[config.mk]
export PLATFORM = sky130hd
export DESIGN_NAME = atten_frame_prog
export DESIGN_NICKNAME = d
export VERILOG_FILES = /design/src/rtl/afp_pkg.sv /design/src/rtl/afp_downcnt.sv /design/src/rtl/afp_frame_shift.sv /design/src/rtl/atten_frame_prog.sv
export SDC_FILE = /design/constraint.sdc
export NUM_CORES = 1
export LEC_CHECK = 0
export BUFFER_PORTS_ARGS = -buffer_cell sky130_fd_sc_hd__clkbuf_2
export CORE_UTILIZATION = 58
export CTS_BUF_LIST = sky130_fd_sc_hd__clkbuf_2 sky130_fd_sc_hd__clkbuf_4 sky130_fd_sc_hd__clkbuf_8
export CTS_CLUSTER_SIZE = 16
export DETAILED_ROUTE_END_ITERATION = 8
export PLACE_DENSITY = 0.78
export SLEW_MARGIN = 15
export SYNTH_ARGS = -nofsm -noshare
export SYNTH_HDL_FRONTEND = slang
export SYNTH_SLANG_ARGS = --single-unit
[constraint.sdc]
create_clock -name clk -period 2.6 [get_ports clk]
set_input_delay 0.52 -clock clk [delete_from_list [all_inputs] [get_ports clk]]
set_output_delay 0.52 -clock clk [all_outputs]
set_load 0.05 [all_outputs]
[src/rtl/afp_pkg.sv]
package afp_pkg;

   typedef enum logic [2:0] {
      ST_IDLE,
      ST_LOW,
      ST_HIGH,
      ST_SETUP,
      ST_PULSE,
      ST_FIN
   } afp_state_e;

   // nanoseconds to system cycles, rounded up, never below one
   function automatic int unsigned ns_to_cyc(input int unsigned hz, input int unsigned ns);
      longint unsigned prod;
      longint unsigned cyc;
      prod = longint'(ns) * longint'(hz);
      cyc  = (prod + 64'd999_999_999) / 64'd1_000_000_000;
      if (cyc < 64'd1) cyc = 64'd1;
      return int'(cyc);
   endfunction

   function automatic int unsigned max3(input int unsigned a, input int unsigned b,
                                        input int unsigned c);
      int unsigned m;
      m = a;
      if (b > m) m = b;
      if (c > m) m = c;
      return m;
   endfunction

endpackage

[src/rtl/afp_downcnt.sv]
module afp_downcnt #(
   parameter int unsigned W = 4
) (
   input  logic         clk,
   input  logic         rst_n,
   input  logic         load,
   input  logic [W-1:0] val,
   output logic         zero
);

   logic [W-1:0] cnt_q;

   generate
      if (W < 1) begin : g_bad_w
         $error("afp_downcnt: W must be at least 1");
      end
   endgenerate

   always_ff @(posedge clk) begin
      if (!rst_n)               cnt_q <= '0;
      else if (load)            cnt_q <= val;
      else if (cnt_q != '0)     cnt_q <= cnt_q - 1'b1;
   end

   assign zero = (cnt_q == '0);

endmodule

[src/rtl/afp_frame_shift.sv]
module afp_frame_shift #(
   parameter int unsigned FRAME_W = 16
) (
   input  logic               clk,
   input  logic               rst_n,
   input  logic               load,
   input  logic [FRAME_W-1:0] frame,
   input  logic               shift,
   output logic               bit_out
);

   logic [FRAME_W-1:0] sh_q;

   generate
      if (FRAME_W < 2) begin : g_bad_frame
         $error("afp_frame_shift: FRAME_W must be at least 2");
      end
   endgenerate

   always_ff @(posedge clk) begin
      if (!rst_n)      sh_q <= '0;
      else if (load)   sh_q <= frame;
      else if (shift)  sh_q <= {1'b0, sh_q[FRAME_W-1:1]};
   end

   assign bit_out = sh_q[0];

endmodule

[src/rtl/atten_frame_prog.sv]
module atten_frame_prog #(
   parameter int unsigned SYS_CLK_HZ    = 250_000_000,
   parameter int unsigned WORD_W        = 8,
   parameter int unsigned ADDR_W        = 3,
   parameter int unsigned MAX_STEP      = 127,
   parameter int unsigned SCLK_HALF_NS  = 50,
   parameter int unsigned LE_SETUP_NS   = 10,
   parameter int unsigned LE_PULSE_NS   = 30,
   parameter int unsigned UPDATE_GAP_NS = 40_000
) (
   input  logic              clk,
   input  logic              rst_n,
   input  logic              start,
   input  logic [WORD_W-1:0] atten_q,
   input  logic [ADDR_W-1:0] dev_addr,
   output logic              busy,
   output logic              done,
   output logic              err,
   output logic              ser_data,
   output logic              ser_clk,
   output logic              ser_latch
);
   import afp_pkg::*;

   localparam int unsigned FRAME_W   = 2 * WORD_W;
   localparam int unsigned BIT_W     = $clog2(FRAME_W);
   localparam int unsigned HALF_CYC  = ns_to_cyc(SYS_CLK_HZ, SCLK_HALF_NS);
   localparam int unsigned SETUP_CYC = ns_to_cyc(SYS_CLK_HZ, LE_SETUP_NS);
   localparam int unsigned PULSE_CYC = ns_to_cyc(SYS_CLK_HZ, LE_PULSE_NS);
   localparam int unsigned GAP_CYC   = ns_to_cyc(SYS_CLK_HZ, UPDATE_GAP_NS);
   localparam int unsigned PH_MAX    = max3(HALF_CYC, SETUP_CYC, PULSE_CYC);
   localparam int unsigned PH_W      = $clog2(PH_MAX + 1);
   localparam int unsigned GAP_W     = $clog2(GAP_CYC + 1);

   localparam logic [PH_W-1:0]   HALF_V  = PH_W'(HALF_CYC - 1);
   localparam logic [PH_W-1:0]   SETUP_V = PH_W'(SETUP_CYC - 1);
   localparam logic [PH_W-1:0]   PULSE_V = PH_W'(PULSE_CYC - 1);
   localparam logic [GAP_W-1:0]  GAP_V   = GAP_W'(GAP_CYC - 1);
   localparam logic [WORD_W-1:0] LIMIT   = WORD_W'(MAX_STEP);
   localparam logic [BIT_W-1:0]  LAST_B  = BIT_W'(FRAME_W - 1);

   generate
      if (ADDR_W > WORD_W) begin : g_bad_addr
         $error("atten_frame_prog: ADDR_W exceeds WORD_W");
      end
      if (MAX_STEP >= (1 << WORD_W)) begin : g_bad_step
         $error("atten_frame_prog: MAX_STEP does not fit in WORD_W");
      end
   endgenerate

   // frame layout: address word above attenuation word
   logic [FRAME_W-1:0] frame_w;
   generate
      if (ADDR_W < WORD_W) begin : g_pad
         assign frame_w = {{(WORD_W - ADDR_W){1'b0}}, dev_addr, atten_q};
      end else begin : g_nopad
         assign frame_w = {dev_addr, atten_q};
      end
   endgenerate

   afp_state_e        state_q, state_d;
   logic              ph_load, ph_zero;
   logic [PH_W-1:0]   ph_val;
   logic              gap_load, gap_zero;
   logic              fr_load, fr_shift;
   logic [BIT_W-1:0]  bit_q;
   logic              sclk_q, latch_q, done_q, err_q;
   logic              idle, in_range, accept, last_bit;

   assign idle     = (state_q == ST_IDLE);
   assign in_range = (atten_q <= LIMIT);
   assign accept   = idle && start && in_range;
   assign last_bit = (bit_q == LAST_B);

   afp_downcnt #(.W(PH_W)) u_phase (
      .clk   (clk),
      .rst_n (rst_n),
      .load  (ph_load),
      .val   (ph_val),
      .zero  (ph_zero)
   );

   afp_downcnt #(.W(GAP_W)) u_gap (
      .clk   (clk),
      .rst_n (rst_n),
      .load  (gap_load),
      .val   (GAP_V),
      .zero  (gap_zero)
   );

   afp_frame_shift #(.FRAME_W(FRAME_W)) u_shift (
      .clk     (clk),
      .rst_n   (rst_n),
      .load    (fr_load),
      .frame   (frame_w),
      .shift   (fr_shift),
      .bit_out (ser_data)
   );

   always_comb begin
      state_d  = state_q;
      ph_load  = 1'b0;
      ph_val   = '0;
      gap_load = 1'b0;
      fr_load  = 1'b0;
      fr_shift = 1'b0;
      case (state_q)
         ST_IDLE: begin
            if (accept) begin
               state_d = ST_LOW;
               ph_load = 1'b1;
               ph_val  = HALF_V;
               fr_load = 1'b1;
            end
         end
         ST_LOW: begin
            if (ph_zero) begin
               state_d = ST_HIGH;
               ph_load = 1'b1;
               ph_val  = HALF_V;
            end
         end
         ST_HIGH: begin
            if (ph_zero) begin
               fr_shift = 1'b1;
               ph_load  = 1'b1;
               if (last_bit) begin
                  state_d = ST_SETUP;
                  ph_val  = SETUP_V;
               end else begin
                  state_d = ST_LOW;
                  ph_val  = HALF_V;
               end
            end
         end
         ST_SETUP: begin
            if (ph_zero && gap_zero) begin
               state_d  = ST_PULSE;
               ph_load  = 1'b1;
               ph_val   = PULSE_V;
               gap_load = 1'b1;
            end
         end
         ST_PULSE: begin
            if (ph_zero) state_d = ST_FIN;
         end
         ST_FIN:  state_d = ST_IDLE;
         default: state_d = ST_IDLE;
      endcase
   end

   always_ff @(posedge clk) begin
      if (!rst_n) begin
         state_q <= ST_IDLE;
         bit_q   <= '0;
         sclk_q  <= 1'b0;
         latch_q <= 1'b0;
         done_q  <= 1'b0;
         err_q   <= 1'b0;
      end else begin
         state_q <= state_d;
         if (fr_load)       bit_q <= '0;
         else if (fr_shift) bit_q <= bit_q + 1'b1;
         sclk_q  <= (state_d == ST_HIGH);
         latch_q <= (state_d == ST_PULSE);
         done_q  <= (state_q == ST_FIN);
         err_q   <= idle && start && !in_range;
      end
   end

   assign busy      = !idle;
   assign done      = done_q;
   assign err       = err_q;
   assign ser_clk   = sclk_q;
   assign ser_latch = latch_q;

endmodule

==> flow_metrics.py <==
metrics = {
    "outcome": {
        "status": "completed",
    },
    "sta": {
        "maxSlewHeadroom": 0.615,
        "setup_viol": 0,
        "period_minus_slack_ns": 2.21,
        "setup_tns_ns": 0,
        "max_slew.worst_pin.slew_ns": 0.573,
        "slew_violations": 0,
        "hold_viol": 0,
        "setup_ws_ns": 0.387,
        "fmaxAchievable_mhz": 452,
        "clock_skew_ns": 0.0109,
        "min_period_over_period": 0.851,
        "rsz0062_at_grt": "no",
    },
    "setup_path": {
        "r2r-end": "ser_clk",
        "arrival_ns": 2.48,
        "r2r_slack_ns": 0.39,
        "cp_max_fo": 10,
        "crit_type": "reg2reg",
        "worstSetupEndpointType": "flip-flop",
        "regToRegStartpoint": "u_gap.cnt_q[0]",
        "crit_end": "ser_clk",
        "cp_data_required_time_ns": 2.87,
        "critPathLaunchType": "flip-flop",
        "rr_worst_depth": 6,
        "startpoint": "u_gap.cnt_q[0]",
    },
    "yosys": {
        "async_flop_share": 0,
        "yosysUniqueCellTypes": 53,
        "netlist_area_sq_mm": 0.00202,
        "yosysSeqAreaShare": 0.396,
        "syn_inst": 240,
        "synth-seq-cells": 40,
        "yosys.area.top_type_share": 0.396,
        "ys.flop_type": "dfxtp_1",
        "synth-edff-count": 0,
        "synthesis.nets": 258,
        "yosys_warnings": 0,
        "synthTopCellsByArea": "dfxtp_1, a21oi_1, nand2_1, nand3_1, a22oi_1",
        "synth_area_leader_cell": "dfxtp_1",
        "synth_area_per_cell_sq_um": 8.42,
    },
    "global_route": {
        "grt_overflow": 0,
        "antenna_found_initial": 0,
        "grt_pass1_wl_um": 6790,
        "grt_pass1_vias": 1468,
        "grtUsageTotal": 0.251,
        "grt_max_degree": 15,
    },
    "final_layout": {
        "final_area_sq_mm": 0.00219,
        "final_cells": 299,
        "nFillCells": 292,
        "fin_nets": 270,
        "diodes": 0,
        "drive_above_1_share": 0.174,
        "syn_to_final_growth_pct": 8.35,
    },
    "clocking": {
        "root_buffer": "clkbuf_4",
        "cts_sinks": 40,
        "clkSlewWorstSetupHoldPaths_ns": 0.12,
        "cts_buffer_depth": 2,
        "cts_setup_buffers": 0,
        "ctsResizeCount": 0,
        "cts_tree": "done",
        "clock_latency_ns": 0.36,
        "cts_made_buffers": 5,
        "hold_buffers": 0,
        "htreeDepth": 2,
    },
    "routing": {
        "first_pass_iters": 5,
        "drc": 0,
        "ant_nets": 0,
        "viasPerCell": 5.98,
        "drtIter0Drc": 144,
        "wire_per_inst_um": 14.2,
        "via_count": 1787,
        "wl_um": 4240,
    },
    "placed_design": {
        "place_area_sq_mm": 0.00212,
        "dpl.cell_count": 291,
        "port_buffers": 19,
        "hpwl_um": 3050,
        "dp_worst_setup_slack_ns": 0.402,
        "gp_congestion": 0.852,
    },
    "flow_run": {
        "cap_violations": 0,
    },
    "die": {
        "ioPinCount": 20,
        "rows": 21,
        "start_util": 0.606,
        "die_h_um": 61.0,
        "die-area_sq_mm": 0.00373,
        "core-area_sq_mm": 0.00334,
        "dieWidth_um": 61.0,
    },
    "pwr": {
        "power.total_uw": 2500,
        "p_leak_uw": 0.000825,
        "vdd_ir_drop_max_mv": 0.522,
        "power_density_mw_per_mm2": 1140,
    },
    "min_path": {
        "min_path_type": "in2reg",
    },
}
## how the worst min path moves through the flow
| stage | start | end | cells past startpoint |
|---|---|---|---|
| after detailed placement | u_shift.sh_q[8] | u_shift.sh_q[7] | 2 |
| after global placement | u_shift.sh_q[8] | u_shift.sh_q[7] | 2 |
| after floorplan | u_shift.sh_q[8] | u_shift.sh_q[7] | 2 |
| after CTS | dev_addr[2] | u_shift.sh_q[10] | 3 |
| final | dev_addr[2] | u_shift.sh_q[10] | 3 |
| after global routing | dev_addr[2] | u_shift.sh_q[10] | 3 |
## layer usage
layer | wire length (um) | GRT usage | up-vias
met1 | 2070 | 0.359 | 811
met4 | 61 | 0.120 | 0
li1 | - | - | 919
met5 | 0 | 0 | -
met3 | 201 | 0.0504 | 6
met2 | 1900 | 0.362 | 51
## worst max-delay path, stage by stage, from the launching register on
cell and delay, ns:
dfxtp_1 0.36, inv_1 0.08, ha_1 0.16, nor4b_2 0.41
nand4_2 0.32, a2111oi_2 0.54, nor4b_2 0.25
## cells in the final DEF, fill, tap and decap left out, drive strengths merged, types with 7 or more instances in the layout
cell type | synthesis | layout
nand2 | 23 | 23
a22oi | 8 | 8
clkbuf | 11 | 25
nor3 | 9 | 9
a31oi | 8 | 8
dfxtp | 40 | 40
inv | 7 | 7
a21oi | 20 | 20
nor2 | 16 | 16
nand3 | 14 | 14
## stage by stage
stage,hold WS [ns],util
4_1_cts,0.356,0.657
5_1_grt,0.370,0.657
3_3_place_gp,0.446,0.637
2_1_floorplan,0.432,-
6_report,0.369,0.657
3_5_place_dp,0.451,0.637
## synth_stat cells (3+ instances only)
master    instances
a31oi_1           8
or3_1             3
nor3_1            8
a211oi_1          4
clkbuf_1         11
o21ai_0           5
dfxtp_1          40
nor3b_1           3
buf_2             4
nand2b_1          3
xnor2_1           5
nand2_1          23
or4_1             3
a22oi_1           8
inv_1             7
o31ai_1           4
and3_1            6
nand3_1          14
ha_1              4
o41ai_1           3
a21oi_1          20
nor2_1           15
## cell type report
cell class              count  area, sq um  area share
repair buffers             21          110      0.0503
well taps                  46         57.6      0.0263
flip-flops and latches     40          801       0.366
clock inverters             2         15.0     0.00685
multi-input cells         177         1130       0.516
inverters                   7         26.3      0.0120
clock buffers               6         51.3      0.0234
## registers in the layout (all words and copies together) (netlist names)
signal	count
bit_q	4
done	1
err	1
ser_clk	1
ser_latch	1
state_q	3
u_gap.cnt_q	14
u_phase.cnt_q	4
u_shift.sh_q	11
## kinds of logic (layout without fill, tap and decap cells)
family / Yosys count / after routing / synth area share
flops: 40 / 40 / 0.396
compound gates: 64 / 64 / 0.212
simple gates: 101 / 101 / 0.287
buf+inv: 23 / 36 / 0.0452
xor+xnor: 7 / 7 / 0.0303
fa+ha+maj: 4 / 4 / 0.0248
mux: 1 / 1 / 0.00495
## where the power goes
part / switching, uW / internal (uW)
sequential: 168 / 762
clock: 209 / 131
combinational: 709 / 523
(Power assumes the default switching activity.)
